$ cat config.mk
export PLATFORM = sky130hd
export DESIGN_NAME = sonar_ranger
export DESIGN_NICKNAME = d
export VERILOG_FILES = /design/src/rtl/sonar_pkg.sv /design/src/rtl/echo_sync.sv /design/src/rtl/bcd_chain.sv /design/src/rtl/meter_scaler.sv /design/src/rtl/seg7_digit.sv /design/src/rtl/ranger_fsm.sv /design/src/rtl/sonar_ranger.sv
export SDC_FILE = /design/constraint.sdc
export NUM_CORES = 1
export LEC_CHECK = 0
export BUFFER_PORTS_ARGS = -buffer_cell sky130_fd_sc_hd__buf_4
export CAP_MARGIN = 20
export CELL_PAD_IN_SITES_DETAIL_PLACEMENT = 0
export CELL_PAD_IN_SITES_GLOBAL_PLACEMENT = 2
export CORE_MARGIN = 5
export CORE_UTILIZATION = 37
export DETAILED_ROUTE_END_ITERATION = 16
export HOLD_SLACK_MARGIN = 0.03
export PLACE_DENSITY = 0.76
export SLEW_MARGIN = 25
export SYNTH_ARGS = -nofsm -noshare
export SYNTH_HDL_FRONTEND = slang
export SYNTH_SLANG_ARGS = --single-unit
$ cat constraint.sdc
create_clock -name clk -period 3.4 [get_ports clk]
set_input_delay 1.02 -clock clk [delete_from_list [all_inputs] [get_ports clk]]
set_output_delay 1.02 -clock clk [all_outputs]
set_load 0.05 [all_outputs]
$ cat src/rtl/sonar_pkg.sv
package sonar_pkg;

   typedef enum logic [1:0] {
      ST_OFF  = 2'd0,
      ST_IDLE = 2'd1,
      ST_SEND = 2'd2,
      ST_RECV = 2'd3
   } rng_state_e;

   // Active-high segment pattern, bit 0 = a ... bit 6 = g
   localparam logic [6:0] SEG_DASH = 7'b100_0000;

   function automatic logic [6:0] seg_of(input logic [3:0] d);
      logic [6:0] p;
      case (d)
         4'd0: p = 7'b011_1111;
         4'd1: p = 7'b000_0110;
         4'd2: p = 7'b101_1011;
         4'd3: p = 7'b100_1111;
         4'd4: p = 7'b110_0110;
         4'd5: p = 7'b110_1101;
         4'd6: p = 7'b111_1101;
         4'd7: p = 7'b000_0111;
         4'd8: p = 7'b111_1111;
         4'd9: p = 7'b110_1111;
         default: p = 7'b000_0000;
      endcase
      return p;
   endfunction

endpackage

$ cat src/rtl/echo_sync.sv
module echo_sync #(
   parameter int STAGES = 2
) (
   input  logic clk,
   input  logic rst_n,
   input  logic d,
   output logic q
);
   if (STAGES < 2) begin : g_bad_stages
      $error("echo_sync: STAGES must be at least 2");
   end

   logic [STAGES-1:0] sh_q;

   always_ff @(posedge clk or negedge rst_n) begin
      if (!rst_n) sh_q <= '0;
      else        sh_q <= {sh_q[STAGES-2:0], d};
   end

   assign q = sh_q[STAGES-1];
endmodule

$ cat src/rtl/bcd_chain.sv
module bcd_chain #(
   parameter int DIGITS = 3
) (
   input  logic                  clk,
   input  logic                  rst_n,
   input  logic                  clr,
   input  logic                  inc,
   output logic [DIGITS*4-1:0]   value
);
   if (DIGITS < 1) begin : g_bad_digits
      $error("bcd_chain: DIGITS must be at least 1");
   end

   logic [DIGITS-1:0] nine;
   logic [DIGITS:0]   carry;
   logic              full;

   assign full     = &nine;
   assign carry[0] = inc & ~full;

   for (genvar i = 0; i < DIGITS; i++) begin : g_dig
      logic [3:0] d_q;

      always_ff @(posedge clk or negedge rst_n) begin
         if (!rst_n)          d_q <= '0;
         else if (clr)        d_q <= '0;
         else if (carry[i])   d_q <= nine[i] ? 4'd0 : d_q + 4'd1;
      end

      assign nine[i]        = (d_q == 4'd9);
      assign carry[i+1]     = carry[i] & nine[i];
      assign value[i*4 +: 4] = d_q;
   end
endmodule

$ cat src/rtl/meter_scaler.sv
module meter_scaler #(
   parameter int NUM = 1000,
   parameter int DEN = 3281
) (
   input  logic clk,
   input  logic rst_n,
   input  logic clr,
   input  logic tick,
   input  logic meters,
   output logic step
);
   if (NUM < 1 || NUM > DEN) begin : g_bad_ratio
      $error("meter_scaler: need 1 <= NUM <= DEN");
   end

   localparam int AW = $clog2(NUM + DEN + 1);
   localparam logic [AW-1:0] NUM_W = AW'(NUM);
   localparam logic [AW-1:0] DEN_W = AW'(DEN);

   logic [AW-1:0] acc_q;
   logic [AW-1:0] sum;
   logic          reach;

   assign sum   = acc_q + NUM_W;
   assign reach = (sum >= DEN_W);

   if (NUM == DEN) begin : g_unity
      assign step = tick;
   end else begin : g_frac
      assign step = tick & (meters ? reach : 1'b1);
   end

   always_ff @(posedge clk or negedge rst_n) begin
      if (!rst_n)                acc_q <= '0;
      else if (clr)              acc_q <= '0;
      else if (tick && meters)   acc_q <= reach ? sum - DEN_W : sum;
   end
endmodule

$ cat src/rtl/seg7_digit.sv
module seg7_digit
   import sonar_pkg::*;
(
   input  logic [3:0] digit,
   input  logic       blank,
   input  logic       dash,
   output logic [6:0] seg_n
);
   always_comb begin
      if (blank)     seg_n = 7'h7F;
      else if (dash) seg_n = ~SEG_DASH;
      else           seg_n = ~seg_of(digit);
   end
endmodule

$ cat src/rtl/ranger_fsm.sv
module ranger_fsm
   import sonar_pkg::*;
#(
   parameter int IDLE_TICKS   = 250,
   parameter int BURST_CYCLES = 16,
   parameter int RECV_TICKS   = 60
) (
   input  logic       clk,
   input  logic       rst_n,
   input  logic       pwr_press,
   input  logic       units_press,
   input  logic       foot_tick,
   input  logic       carrier_tick,
   input  logic       echo,
   output rng_state_e state,
   output logic       meters,
   output logic       start_ping,
   output logic       meas_tick,
   output logic       echo_hit,
   output logic       rx_expire,
   output logic       wake,
   output logic       sleep
);
   if (IDLE_TICKS < 1 || BURST_CYCLES < 1 || RECV_TICKS < 1) begin : g_bad_cnt
      $error("ranger_fsm: interval parameters must be at least 1");
   end

   localparam int MAX_A = (IDLE_TICKS > BURST_CYCLES) ? IDLE_TICKS : BURST_CYCLES;
   localparam int MAX_V = (MAX_A > RECV_TICKS) ? MAX_A : RECV_TICKS;
   localparam int CW    = $clog2(MAX_V + 1);
   localparam logic [CW-1:0] IDLE_LAST  = CW'(IDLE_TICKS - 1);
   localparam logic [CW-1:0] BURST_LAST = CW'(BURST_CYCLES - 1);
   localparam logic [CW-1:0] RECV_LAST  = CW'(RECV_TICKS - 1);

   rng_state_e    st_q, st_d;
   logic [CW-1:0] ph_q, ph_d;
   logic          mode_q;

   always_comb begin
      st_d       = st_q;
      ph_d       = ph_q;
      start_ping = 1'b0;
      echo_hit   = 1'b0;
      rx_expire  = 1'b0;
      wake       = 1'b0;
      sleep      = 1'b0;
      case (st_q)
         ST_OFF: begin
            if (pwr_press) begin
               st_d = ST_IDLE;
               ph_d = '0;
               wake = 1'b1;
            end
         end
         ST_IDLE: begin
            if (pwr_press) begin
               st_d  = ST_OFF;
               ph_d  = '0;
               sleep = 1'b1;
            end else if (foot_tick) begin
               if (ph_q == IDLE_LAST) begin
                  st_d       = ST_SEND;
                  ph_d       = '0;
                  start_ping = 1'b1;
               end else begin
                  ph_d = ph_q + 1'b1;
               end
            end
         end
         ST_SEND: begin
            if (pwr_press) begin
               st_d  = ST_OFF;
               ph_d  = '0;
               sleep = 1'b1;
            end else if (carrier_tick) begin
               if (ph_q == BURST_LAST) begin
                  st_d = ST_RECV;
                  ph_d = '0;
               end else begin
                  ph_d = ph_q + 1'b1;
               end
            end
         end
         ST_RECV: begin
            if (pwr_press) begin
               st_d  = ST_OFF;
               ph_d  = '0;
               sleep = 1'b1;
            end else if (echo) begin
               st_d     = ST_IDLE;
               ph_d     = '0;
               echo_hit = 1'b1;
            end else if (foot_tick) begin
               if (ph_q == RECV_LAST) begin
                  st_d      = ST_IDLE;
                  ph_d      = '0;
                  rx_expire = 1'b1;
               end else begin
                  ph_d = ph_q + 1'b1;
               end
            end
         end
         default: begin
            st_d = ST_OFF;
            ph_d = '0;
         end
      endcase
   end

   always_ff @(posedge clk or negedge rst_n) begin
      if (!rst_n) begin
         st_q   <= ST_OFF;
         ph_q   <= '0;
         mode_q <= 1'b0;
      end else begin
         st_q <= st_d;
         ph_q <= ph_d;
         if (units_press && st_q != ST_OFF) mode_q <= ~mode_q;
      end
   end

   assign state     = st_q;
   assign meters    = mode_q;
   assign meas_tick = foot_tick & ((st_q == ST_SEND) | (st_q == ST_RECV));
endmodule

$ cat src/rtl/sonar_ranger.sv
module sonar_ranger
   import sonar_pkg::*;
#(
   parameter int DIGITS       = 3,
   parameter int IDLE_TICKS   = 250,
   parameter int BURST_CYCLES = 16,
   parameter int RECV_TICKS   = 60,
   parameter int METER_NUM    = 1000,
   parameter int METER_DEN    = 3281,
   parameter int SYNC_STAGES  = 2
) (
   input  logic                  clk,
   input  logic                  rst_n,
   input  logic                  pwr_btn,
   input  logic                  units_btn,
   input  logic                  echo_in,
   input  logic                  foot_tick,
   input  logic                  carrier_tick,
   output logic                  tx_en,
   output logic [DIGITS*7-1:0]   seg_n,
   output logic                  led_feet_n,
   output logic                  led_meters_n,
   output logic                  err
);
   localparam int BW = DIGITS * 4;

   logic          pwr_q, units_q;
   logic          pwr_press, units_press;
   logic          echo_s;
   rng_state_e    st;
   logic          meters, start_ping, meas_tick, echo_hit, rx_expire, wake, sleep;
   logic          step;
   logic [BW-1:0] count;
   logic [BW-1:0] disp_q;
   logic          err_q;
   logic          powered;

   always_ff @(posedge clk or negedge rst_n) begin
      if (!rst_n) begin
         pwr_q   <= 1'b0;
         units_q <= 1'b0;
      end else begin
         pwr_q   <= pwr_btn;
         units_q <= units_btn;
      end
   end

   assign pwr_press   = pwr_btn & ~pwr_q;
   assign units_press = units_btn & ~units_q;

   echo_sync #(.STAGES(SYNC_STAGES)) u_sync (
      .clk   (clk),
      .rst_n (rst_n),
      .d     (echo_in),
      .q     (echo_s)
   );

   ranger_fsm #(
      .IDLE_TICKS   (IDLE_TICKS),
      .BURST_CYCLES (BURST_CYCLES),
      .RECV_TICKS   (RECV_TICKS)
   ) u_fsm (
      .clk          (clk),
      .rst_n        (rst_n),
      .pwr_press    (pwr_press),
      .units_press  (units_press),
      .foot_tick    (foot_tick),
      .carrier_tick (carrier_tick),
      .echo         (echo_s),
      .state        (st),
      .meters       (meters),
      .start_ping   (start_ping),
      .meas_tick    (meas_tick),
      .echo_hit     (echo_hit),
      .rx_expire    (rx_expire),
      .wake         (wake),
      .sleep        (sleep)
   );

   meter_scaler #(.NUM(METER_NUM), .DEN(METER_DEN)) u_scale (
      .clk    (clk),
      .rst_n  (rst_n),
      .clr    (start_ping),
      .tick   (meas_tick),
      .meters (meters),
      .step   (step)
   );

   bcd_chain #(.DIGITS(DIGITS)) u_bcd (
      .clk   (clk),
      .rst_n (rst_n),
      .clr   (start_ping),
      .inc   (step),
      .value (count)
   );

   always_ff @(posedge clk or negedge rst_n) begin
      if (!rst_n) begin
         disp_q <= '0;
         err_q  <= 1'b0;
      end else if (wake) begin
         disp_q <= '0;
         err_q  <= 1'b0;
      end else if (sleep) begin
         err_q  <= 1'b0;
      end else if (echo_hit) begin
         disp_q <= count;
         err_q  <= 1'b0;
      end else if (rx_expire) begin
         err_q  <= 1'b1;
      end
   end

   assign powered = (st != ST_OFF);

   for (genvar i = 0; i < DIGITS; i++) begin : g_seg
      seg7_digit u_dig (
         .digit (disp_q[i*4 +: 4]),
         .blank (~powered),
         .dash  (err_q),
         .seg_n (seg_n[i*7 +: 7])
      );
   end

   assign tx_en        = (st == ST_SEND);
   assign led_feet_n   = ~(powered & ~meters);
   assign led_meters_n = ~(powered & meters);
   assign err          = err_q;
endmodule

==> results of run 1 <==
## cells by family after synthesis
| group | Yosys count |
|---|---|
| mux | 7 |
| simple gates | 170 |
| compound gates | 116 |
| xor+xnor | 22 |
| fa+ha+maj | 25 |
| buf+inv | 46 |
| flops | 53 |
## routing by layer
metal / routed length, um / global-route usage (%)
met1: 4490 / 20.2
met2: 4300 / 25.0
met3: 292 / 2.21
met4: 54 / 2.80
met5: 0 / 0
## worst paths after layout
path | endpoint | startpoint | depth (start not counted)
max in group asynchronous | units_q | rst_n | 1
hold reg to reg | u_sync.sh_q[1] | u_sync.sh_q[0] | 0
min in group asynchronous | disp_q[6] | rst_n | 1
setup / recovery | seg_n[10] | u_fsm.state[1] | 5
setup reg to reg | u_scale.acc_q[6] | u_scale.acc_q[3] | 8
hold / removal | u_sync.sh_q[1] | u_sync.sh_q[0] | 0
## critical path, delay by kind of cell, from the launching register on
kind,cells,cell delay (ns)
buf+inv,1,0.20
simple gates,3,0.83
flops,1,0.62
compound gates,1,0.11
## cell type report
cell class | instances | area, um2
Tap cell | 136 | 170
Clock inverter | 2 | 13.8
Timing Repair Buffer | 37 | 278
Multi-Input combinational cell | 340 | 2330
Inverter | 21 | 78.8
Clock buffer | 6 | 82.6
Sequential cell | 53 | 1330
Fill cell | 1066 | 5950
## cells in the mapped netlist, drive strengths merged (3+ instances only)
library cell,count
nand3,12
a21oi,19
o22ai,3
a31oi,4
o31ai,4
and2,5
nor2b,12
nor4,3
a22o,16
nand4b,3
xor2,8
clkbuf,18
dfrtp,53
nor2,34
buf,7
or2,3
ha,25
o31a,3
or3,6
inv,21
o41ai,4
nor3,18
nand2,43
nand2b,6
nor3b,3
and3,8
o21a,4
nand4,5
o21ai,34
a21o,4
mux2i,6
o211ai,4
xnor2,14
## flip-flops by register name (all words and copies together), names as in the netlist
| signal | cells |
|---|---|
| u_fsm.state | 2 |
| u_fsm.meters | 1 |
| units_q | 1 |
| err | 1 |
| u_bcd.g_dig.d_q | 12 |
| u_sync.sh_q | 2 |
| disp_q | 12 |
| u_scale.acc_q | 13 |
| u_fsm.ph_q | 8 |
| pwr_q | 1 |
## power by group through the flow
| stage | Sequential, W | Combinational [W] | Clock, W |
|---|---|---|---|
| floorplan | 0.000695 | 0.000623 | 0 |
| global placement | 0.000721 | 0.000860 | 0 |
| detailed placement | 0.000722 | 0.000863 | 0 |
| CTS | 0.000710 | 0.000863 | 0.000413 |
| global route | 0.000717 | 0.000909 | 0.000436 |
| finish | 0.000711 | 0.000848 | 0.000387 |
## stage by stage
step	setup slack, ns	total power (W)	cells
finish	0.315	0.00195	595
global route	0.0743	0.00206	595
CTS	0.277	0.00199	595
detailed placement	0.417	0.00159	587
global placement	0.514	0.00158	587
floorplan	0.385	0.00132	439
==> reports/summary.md, run 1 <==
The run finished with clean final reports. Summed over all layers, the routed wires come to 9.14 mm. The global-route wire length before repair is 15.6 mm, and the number of synthesized register bits is 53. The number of port buffers is 31, and the sequential share of the synthesized area is 34.4%. The logs give 2.07 ns for the arrival time of data at the critical path endpoint and 0 for the setup fix buffers added after clock tree synthesis. The die is 112 um tall. The top-area cell type share of the netlist area is 34.4%. The average routed wire per standard cell came out at 15.4 um.

The adder-cell area share of the yosys netlist works out to 8.11%. After clock tree synthesis, the repair step resized 0 gates. Setup repair after global routing left no endpoint under its margin. The tools report the share of total power in the clock network as 19.9%. The library cells used most frequently in the layout, excluding fill and tap cells, are 53 x dfrtp_1, 43 x nand2_1, 37 x buf_4, 34 x nor2_1, 33 x o21ai_0.

The floorplan step defined a die boundary enclosing 12600 um2. In this design, the critical path's most frequently occurring cell is nor2_1. After legalization and detailed placement, the total HPWL measured 6.58 mm. In this run switching power makes up 45.9% of total power. The buffer depth of the longest clock path came out at 2. In this run, synthesis inferred 0 flip-flops with an integrated enable. The logs give 4190 um2 for the cell area after placement and 471 for the synthesized netlist net count. Power spread over the standard cell area amounts to 455 nW/um2.

The dominant combinational cell family by area after synthesis is simple AND/OR/NAND/NOR gates. The post-synthesis compound-gate area fraction is 22.2%, and the cts-stage hold buffer count is 0. The relative contribution of sequential cells to total power was 36.5%; the core outline area was 10200 um2. The worst setup path is captured at an output pin. The logs give 2.38 ns for the worst endpoint required time and 3179 for the number of vias in the routed layout.

The mapped netlist covers 3860 um2. The internal reg-to-reg setup slack is 0.40 ns, and the clock sink total is 53. Global routing consumed, over all layers together, 14.8% of the routing resources. The worst setup path is of the reg2out kind. The DRC violation total after the first TritonRoute iteration was 144; the net switching power was 0.000894 W. The netlist uses 62 different library cells. The logs give 0 for the final number of hold-violating endpoints and 54 for the maximum number of pins on one net before global-route repair. The share of post-route cells with drive strength above 1 works out to 12.6%. The proportion of register bits with asynchronous set or reset after synthesis is 100%. The cell count after synthesis came out at 439.

The worst hold-check slack is 0.364 ns. The slowest stage of the critical path belongs to the cell dfrtp_1. Across the run, the number of max-cap violations was 0.

The cell sitting at the root of the clock tree is a clkbuf_8. The CTS clock-pin slew for the worst setup and hold paths was 0.11 ns; the number of setup violations in the final report was 0. Utilization after layout: 41.9%.

Row generation in the floorplan step produced 37 rows. The initial antenna violation count was 0; the number of vias per cell after detailed routing was 5.34. The largest total area in the synthesized netlist belongs to dfrtp_1. The critical path goes through nor2_1, nor2_1, and2_1, o21ai_0, buf_4. The net count of the finished layout came out at 490. For this run, the slowest stage of the critical path takes 0.62 ns. The horizontal extent of the die is 112 um, and the shortest clock period the worst path allows after layout is 3.09 ns. The number of design rule violations left after detail routing is 0. The run gives 0 ns as the sum of negative setup slack. The worst setup path is launched from a flip-flop. The worst-margin pin slew is 0.706 ns. The synthesized netlist devotes 5.48% of its cell area to XOR and XNOR gates. The number of top-level design ports was 32; the worst slew slack as a fraction of its limit was 52.9%. The library cell used most frequently in the layout, excluding fill and tap cells, is dfrtp_1. Sorting the synthesized cells by area gives the leading types as dfrtp_1 34%, ha_1 8.1%, o21ai_0 4.3%. The worst path uses 90.7% of the clock period. The dominant synthesized flop cell is dfrtp_1. The run gives 5 as the number of buffers inserted during clock tree synthesis.

Cell internal power dissipation: 0.00105 W. Worst hold path class: reg2reg. The tools report the number of pins exceeding their max-slew limit in the final report as 0.

The first detailed-routing pass took 4 iterations. In the synthesized netlist, mux cells make up 1.85% of the area. For the total congestion overflow, the log shows 0.

The run gives 0.0117 ns as the final worst clock skew. 0 antenna diodes ended up in the layout. The Yosys step of the flow raised 0 warnings.

In this run the remaining antenna-violating nets after routing total 0. After routing the design area is 4280 um2. Combinational logic is responsible for 43.6% of the overall power. Routability-driven placement finished with a final weighted congestion of 0.760. The tools report the leakage dissipation as 1.86 nW. Depth of the CTS H-tree: 2. Summing the areas of all and, or, nand and nor instances in the mapped netlist gives 22.9% of the synthesized area.

The worst-skew pair later-pin latency is 0.31 ns. Of all nets on the critical path, the largest fanout is 15. After synthesis, the mean cell area works out to 8.79 um2. The maximum ir drop on the vdd rail was 0.000397 V. TritonCTS built the clock tree. The number of global-route vias before repair was 3091. The initial utilization of the core area, before any placement, comes to 37.7%. The area growth from synthesis to layout is 11.0%.

Timing would allow up to 324 MHz.
Note: power is estimated with default switching activity, not from simulation.
==> run 2: changes to the inputs <==
--- a/config.mk
+++ b/config.mk
@@ -10,11 +10,12 @@
 export CELL_PAD_IN_SITES_DETAIL_PLACEMENT = 0
 export CELL_PAD_IN_SITES_GLOBAL_PLACEMENT = 2
 export CORE_MARGIN = 5
-export CORE_UTILIZATION = 37
+export CORE_UTILIZATION = 39
 export DETAILED_ROUTE_END_ITERATION = 16
 export HOLD_SLACK_MARGIN = 0.03
-export PLACE_DENSITY = 0.76
+export PLACE_DENSITY = 0.79
 export SLEW_MARGIN = 25
 export SYNTH_ARGS = -nofsm -noshare
 export SYNTH_HDL_FRONTEND = slang
+export SYNTH_HIERARCHICAL = 1
 export SYNTH_SLANG_ARGS = --single-unit
==> run 2 against run 1 <==
Clock power is 37% higher. Synthesized cell count up 13%. Sequential power grew 55%. Utilization grew 2.2 points. Register-to-register slack worse by 0.16 ns. Sequential cell count is the same. Final area is 17% higher. Critical path depth up 5. Critical path type is now reg2reg. Largest cell class unchanged. Setup slack got worse by 0.072 ns. Largest power group unchanged. Count of clock-buffer cells in the layout down 1.
==> reports/summary.md, run 2 <==
The sum of negative setup slack came out at 0 ns (unchanged). The run gives 219 (+52%) as the DRC violation total after the first TritonRoute iteration. The dominant combinational cell family by area after synthesis is simple AND/OR/NAND/NOR gates. The clock sink total was 53 (unchanged).

In this run the critical register-to-register path is captured at u_bcd/g_dig[2].d_q[2]. The logs give 667 (+12%) for the number of cells in the finished layout apart from fillers and 2 (unchanged) for the depth of the CTS H-tree. For the number of global-route vias before repair, the log shows 3596 (+16%). The simple-gate area share of the yosys netlist is 30.4% (+7.6 points), and the worst hold-check slack is 0.352 ns (-0.0117 ns). The net count of the finished layout is 558 (+14%). Part of the cycle the worst path needs: 92.8% (+2.1 points). The number of synthesized register bits works out to 53 (unchanged).

Fmax: 317 MHz (-2.3%). The average cell area after synthesis is 9.02 um2 (+2.7%). The logs give 0 (unchanged) for the number of pins exceeding their max-slew limit in the final report and 0.24 ns (-0.16 ns) for the internal reg-to-reg setup slack.

In this run the critical register-to-register path is launched from u_scale/acc_q[7]. The total of warnings raised by yosys is 6 (+6). Register bank with the most flops: u_scale/acc_q. The setup slack of the critical path after layout was 0.243 ns (-0.0717 ns); the arrival time of data at the critical path endpoint was 3.34 ns (+1.27 ns). The logs give 0 (unchanged) for the initial antenna violation count and 29.5% (-4.9 points) for the sequential share of the synthesized area. The logs give 533 (+13%) for the synthesized netlist net count and 18.2 mm (+17%) for the global-route wire length before repair.

The cell area after placement is 4850 um2 (+16%). The largest registers in the layout are u_scale/acc_q (13), disp_q (12), u_bcd/g_dig.d_q (12). The tools report the kind of end point of the critical path as a flip-flop. The net switching power came out at 0.00254 W (+180%). The maximum fanout encountered on the critical timing path is 13 (-2).

The number of buffers inserted during clock tree synthesis is 5 (unchanged). The adder-cell area share of the yosys netlist is 7.80% (-0.31 points). The most used flip-flop cell after synthesis is dfrtp_1.

The library cell used most frequently in the layout, excluding fill and tap cells, is dfrtp_1. The number of cells after detailed placement came out at 659 (+12%). Number of vias per cell after detailed routing: 5.74 (+7.4%). By area the synthesized netlist is led by dfrtp_1 30%, ha_1 7.8%, nor2_1 3.4%.

Compared with the post-synthesis result, the final layout area differs by 11.4%. The tools report the detailed-route wire length as 10.9 mm (+19%). Combinational share of power: 65.9% (+22 points). The routability congestion estimate was 0.849 (+12%). The run gives 0 (unchanged) as the number of setup violations in the final report.

The number of instances on the worst hold path was 0 (unchanged). Sorting the synthesized cells by how often they occur yields 53 x dfrtp_1, 41 x nor2_1, 28 x ha_1. Number of antenna-violating nets in the routed design: 0 (unchanged). Worst-margin pin slew: 0.718 ns (+0.0117 ns).

The shortest clock period the worst path allows after layout is 3.16 ns (+0.0717 ns). The flow ran to the end, and the final reports show no timing, DRC or antenna violations. The power density over the cells is 956 nW/um2 (+110%). The HPWL after detailed placement is 7.66 mm (+16%).

Most repeated cell in the gate-level netlist after synthesis: dfrtp_1. Multiplexer fraction of the synthesized cell area: 2.78% (+0.94 points). The tools report the total routing usage reported by global routing as 15.5% (+0.68 points). The post-synthesis compound-gate area fraction is 20.8% (-1.4 points), and the maximum ir drop on the vdd rail is 0.000848 V (+110%).

The area share of xor/xnor cells in the synthesized design is 2.34% (-3.1 points), and the length in cells of the worst reg-to-reg path is 10 (+2). Setup repair after global routing left no endpoint under its margin. The run gives 89 (+44%) as the number of distinct library cells after synthesis.

The tools report the worst endpoint required time as 3.58 ns (+1.20 ns). The tools report the destination of the worst hold path as u_sync/sh_q[1]. The number of enable-type register cells in the synthesized netlist came out at 0 (unchanged). Setup fix buffers added after clock tree synthesis: 0 (unchanged). The overall die height works out to 117 um (+4.7%). TritonCTS built the clock tree. The run gives 3828 (+20%) as the number of vias in the routed layout.

The relative contribution of sequential cells to total power was 23.0% (-13 points). Critical path launch point type: a flip-flop. The horizontal extent of the die works out to 117 um (+4.7%). First-pass iteration count of the detailed router: 4 (unchanged). The tree is rooted in a clkbuf_16. The run gives 5000 um2 (+17%) as the final cell area excluding filler cells.

The leakage dissipation was 2.08 nW (+12%); the final antenna diode count was 0 (unchanged). The share of total power in the clock network was 11.1% (-8.8 points). The average routed wire per standard cell was 16.3 um (+6.1%); the total congestion overflow was 0 (unchanged). The logs give 0 (unchanged) for the number of design rule violations left after detail routing and 498 (+13%) for the number of instances in the synthesized netlist.

The maximum number of pins on one net before global-route repair is 54 (unchanged), and the CTS clock-pin slew for the worst setup and hold paths is 0.08 ns (-0.03 ns). The flip-flop count of the largest register after layout is 13 (unchanged). dfrtp_1 takes more of the synthesized area than any other cell. The area of the mapped netlist was 4490 um2 (+16%). The tools report the worst slew slack as a fraction of its limit as 52.2% (-0.78 points).

The post-place setup slack is 0.282 ns (-0.134 ns). The number of port buffers came out at 31 (unchanged). The proportion of register bits with asynchronous set or reset after synthesis was 100% (unchanged). The startpoint-to-endpoint class of the critical path is reg2reg. Startpoint of the worst setup timing path: u_scale/acc_q[7]. The share of post-route cells with drive strength above 1 is 18.5% (+5.9 points). In the layout the commonest cells are 53 x dfrtp_1, 50 x buf_4, 41 x nor2_1, 27 x ha_1.

The core outline area is 11400 um2 (+11%). The count of standard-cell rows is 39 (+5.4%), and the starting density of the core is 39.5% (+1.8 points). Area enclosed by the die boundary: 13800 um2 (+9.5%). The tools report the worst-skew pair later-pin latency as 0.30 ns (about the same). The logs give 2 (unchanged) for the buffer depth of the longest clock path and 32 (unchanged) for the number of top-level design ports. The logs give 0.00224 W (+110%) for the cell internal power dissipation and 0 (unchanged) for the final number of hold-violating endpoints. The net switching fraction of the power came out at 53.1% (+7.2 points). The top-area cell type share of the netlist area is 29.5% (-4.9 points). The final worst clock skew was 0.00491 ns (-0.00678 ns); the max-cap violation count was 0 (unchanged). The launch point of the worst hold path is u_sync/sh_q[0].

The worst hold path class is reg2reg.
[run 2: worst max path at each step]
| stage | slack, ns | to |
|---|---|---|
| after floorplan | 0.21 | seg_n[10] |
| after global placement | 0.36 | u_bcd/g_dig[2].d_q[2] |
| after detailed placement | 0.28 | u_bcd/g_dig[2].d_q[2] |
| after CTS | 0.26 | u_bcd/g_dig[2].d_q[2] |
| after global routing | 0.04 | u_bcd/g_dig[2].d_q[2] |
| final | 0.24 | u_bcd/g_dig[2].d_q[2] |
[run 2: repair_timing]
item	CTS	global route
endpoints found under the setup margin	0	1
gates resized for setup	0	1
hold buffers	0	0
[run 2: stage by stage]
step / power (W) / util [%]
after global placement: 0.00425 / 42.7
after floorplan: 0.00344 / -
final: 0.00478 / 44.0
after detailed placement: 0.00426 / 42.7
after global routing: 0.00514 / 44.0
after CTS: 0.00481 / 44.0
[run 2: power by group through the flow]
| stage | Clock, W | Sequential, W | Combinational, W |
|---|---|---|---|
| finish | 0.000529 | 0.00110 | 0.00315 |
| global route | 0.000577 | 0.00115 | 0.00342 |
| CTS | 0.000550 | 0.00110 | 0.00316 |
| detailed placement | 0 | 0.00112 | 0.00315 |
| global placement | 0 | 0.00111 | 0.00314 |
| floorplan | 0 | 0.00101 | 0.00243 |
[run 2: worst max-delay path, stage by stage (launching register included)]
cell	delay, ns
dfrtp_1	0.38
or3_4	0.43
nor4b_4	0.43
nor3b_2	0.12
a21oi_2	0.21
o211ai_2	0.13
a21boi_0	0.21
buf_4	0.20
nand4b_4	0.20
nor4b_1	0.36
mux2_2	0.38
[run 2: final cells by class]
class / count / area [um2]
Fill cell: 1116 / 6360
Multi-Input combinational cell: 391 / 2890
Sequential cell: 53 / 1330
Timing Repair Buffer: 50 / 375
Tap cell: 143 / 179
Clock buffer: 5 / 125
Inverter: 22 / 82.6
Clock inverter: 3 / 22.5
[run 2: kinds of logic after synthesis]
logic type / count (synthesis)
AO/OA/AOI/OAI: 125
buffers and inverters: 54
XOR/XNOR: 12
adder cells (fa/ha/maj): 28
flip-flops: 53
multiplexers: 11
AND/OR/NAND/NOR: 215
[run 2: layer usage]
| metal | global-route usage (%) | routed length (um) | share of wire (%) | up-vias |
|---|---|---|---|---|
| met2 | 23.3 | 4900 | 45 | 75 |
| met4 | 4.13 | 178 | 1.6 | 0 |
| met3 | 2.45 | 397 | 3.7 | 11 |
| li1 | - | - | - | 1891 |
| met1 | 22.9 | 5390 | 50 | 1851 |
| met5 | 0 | 0 | 0 | - |
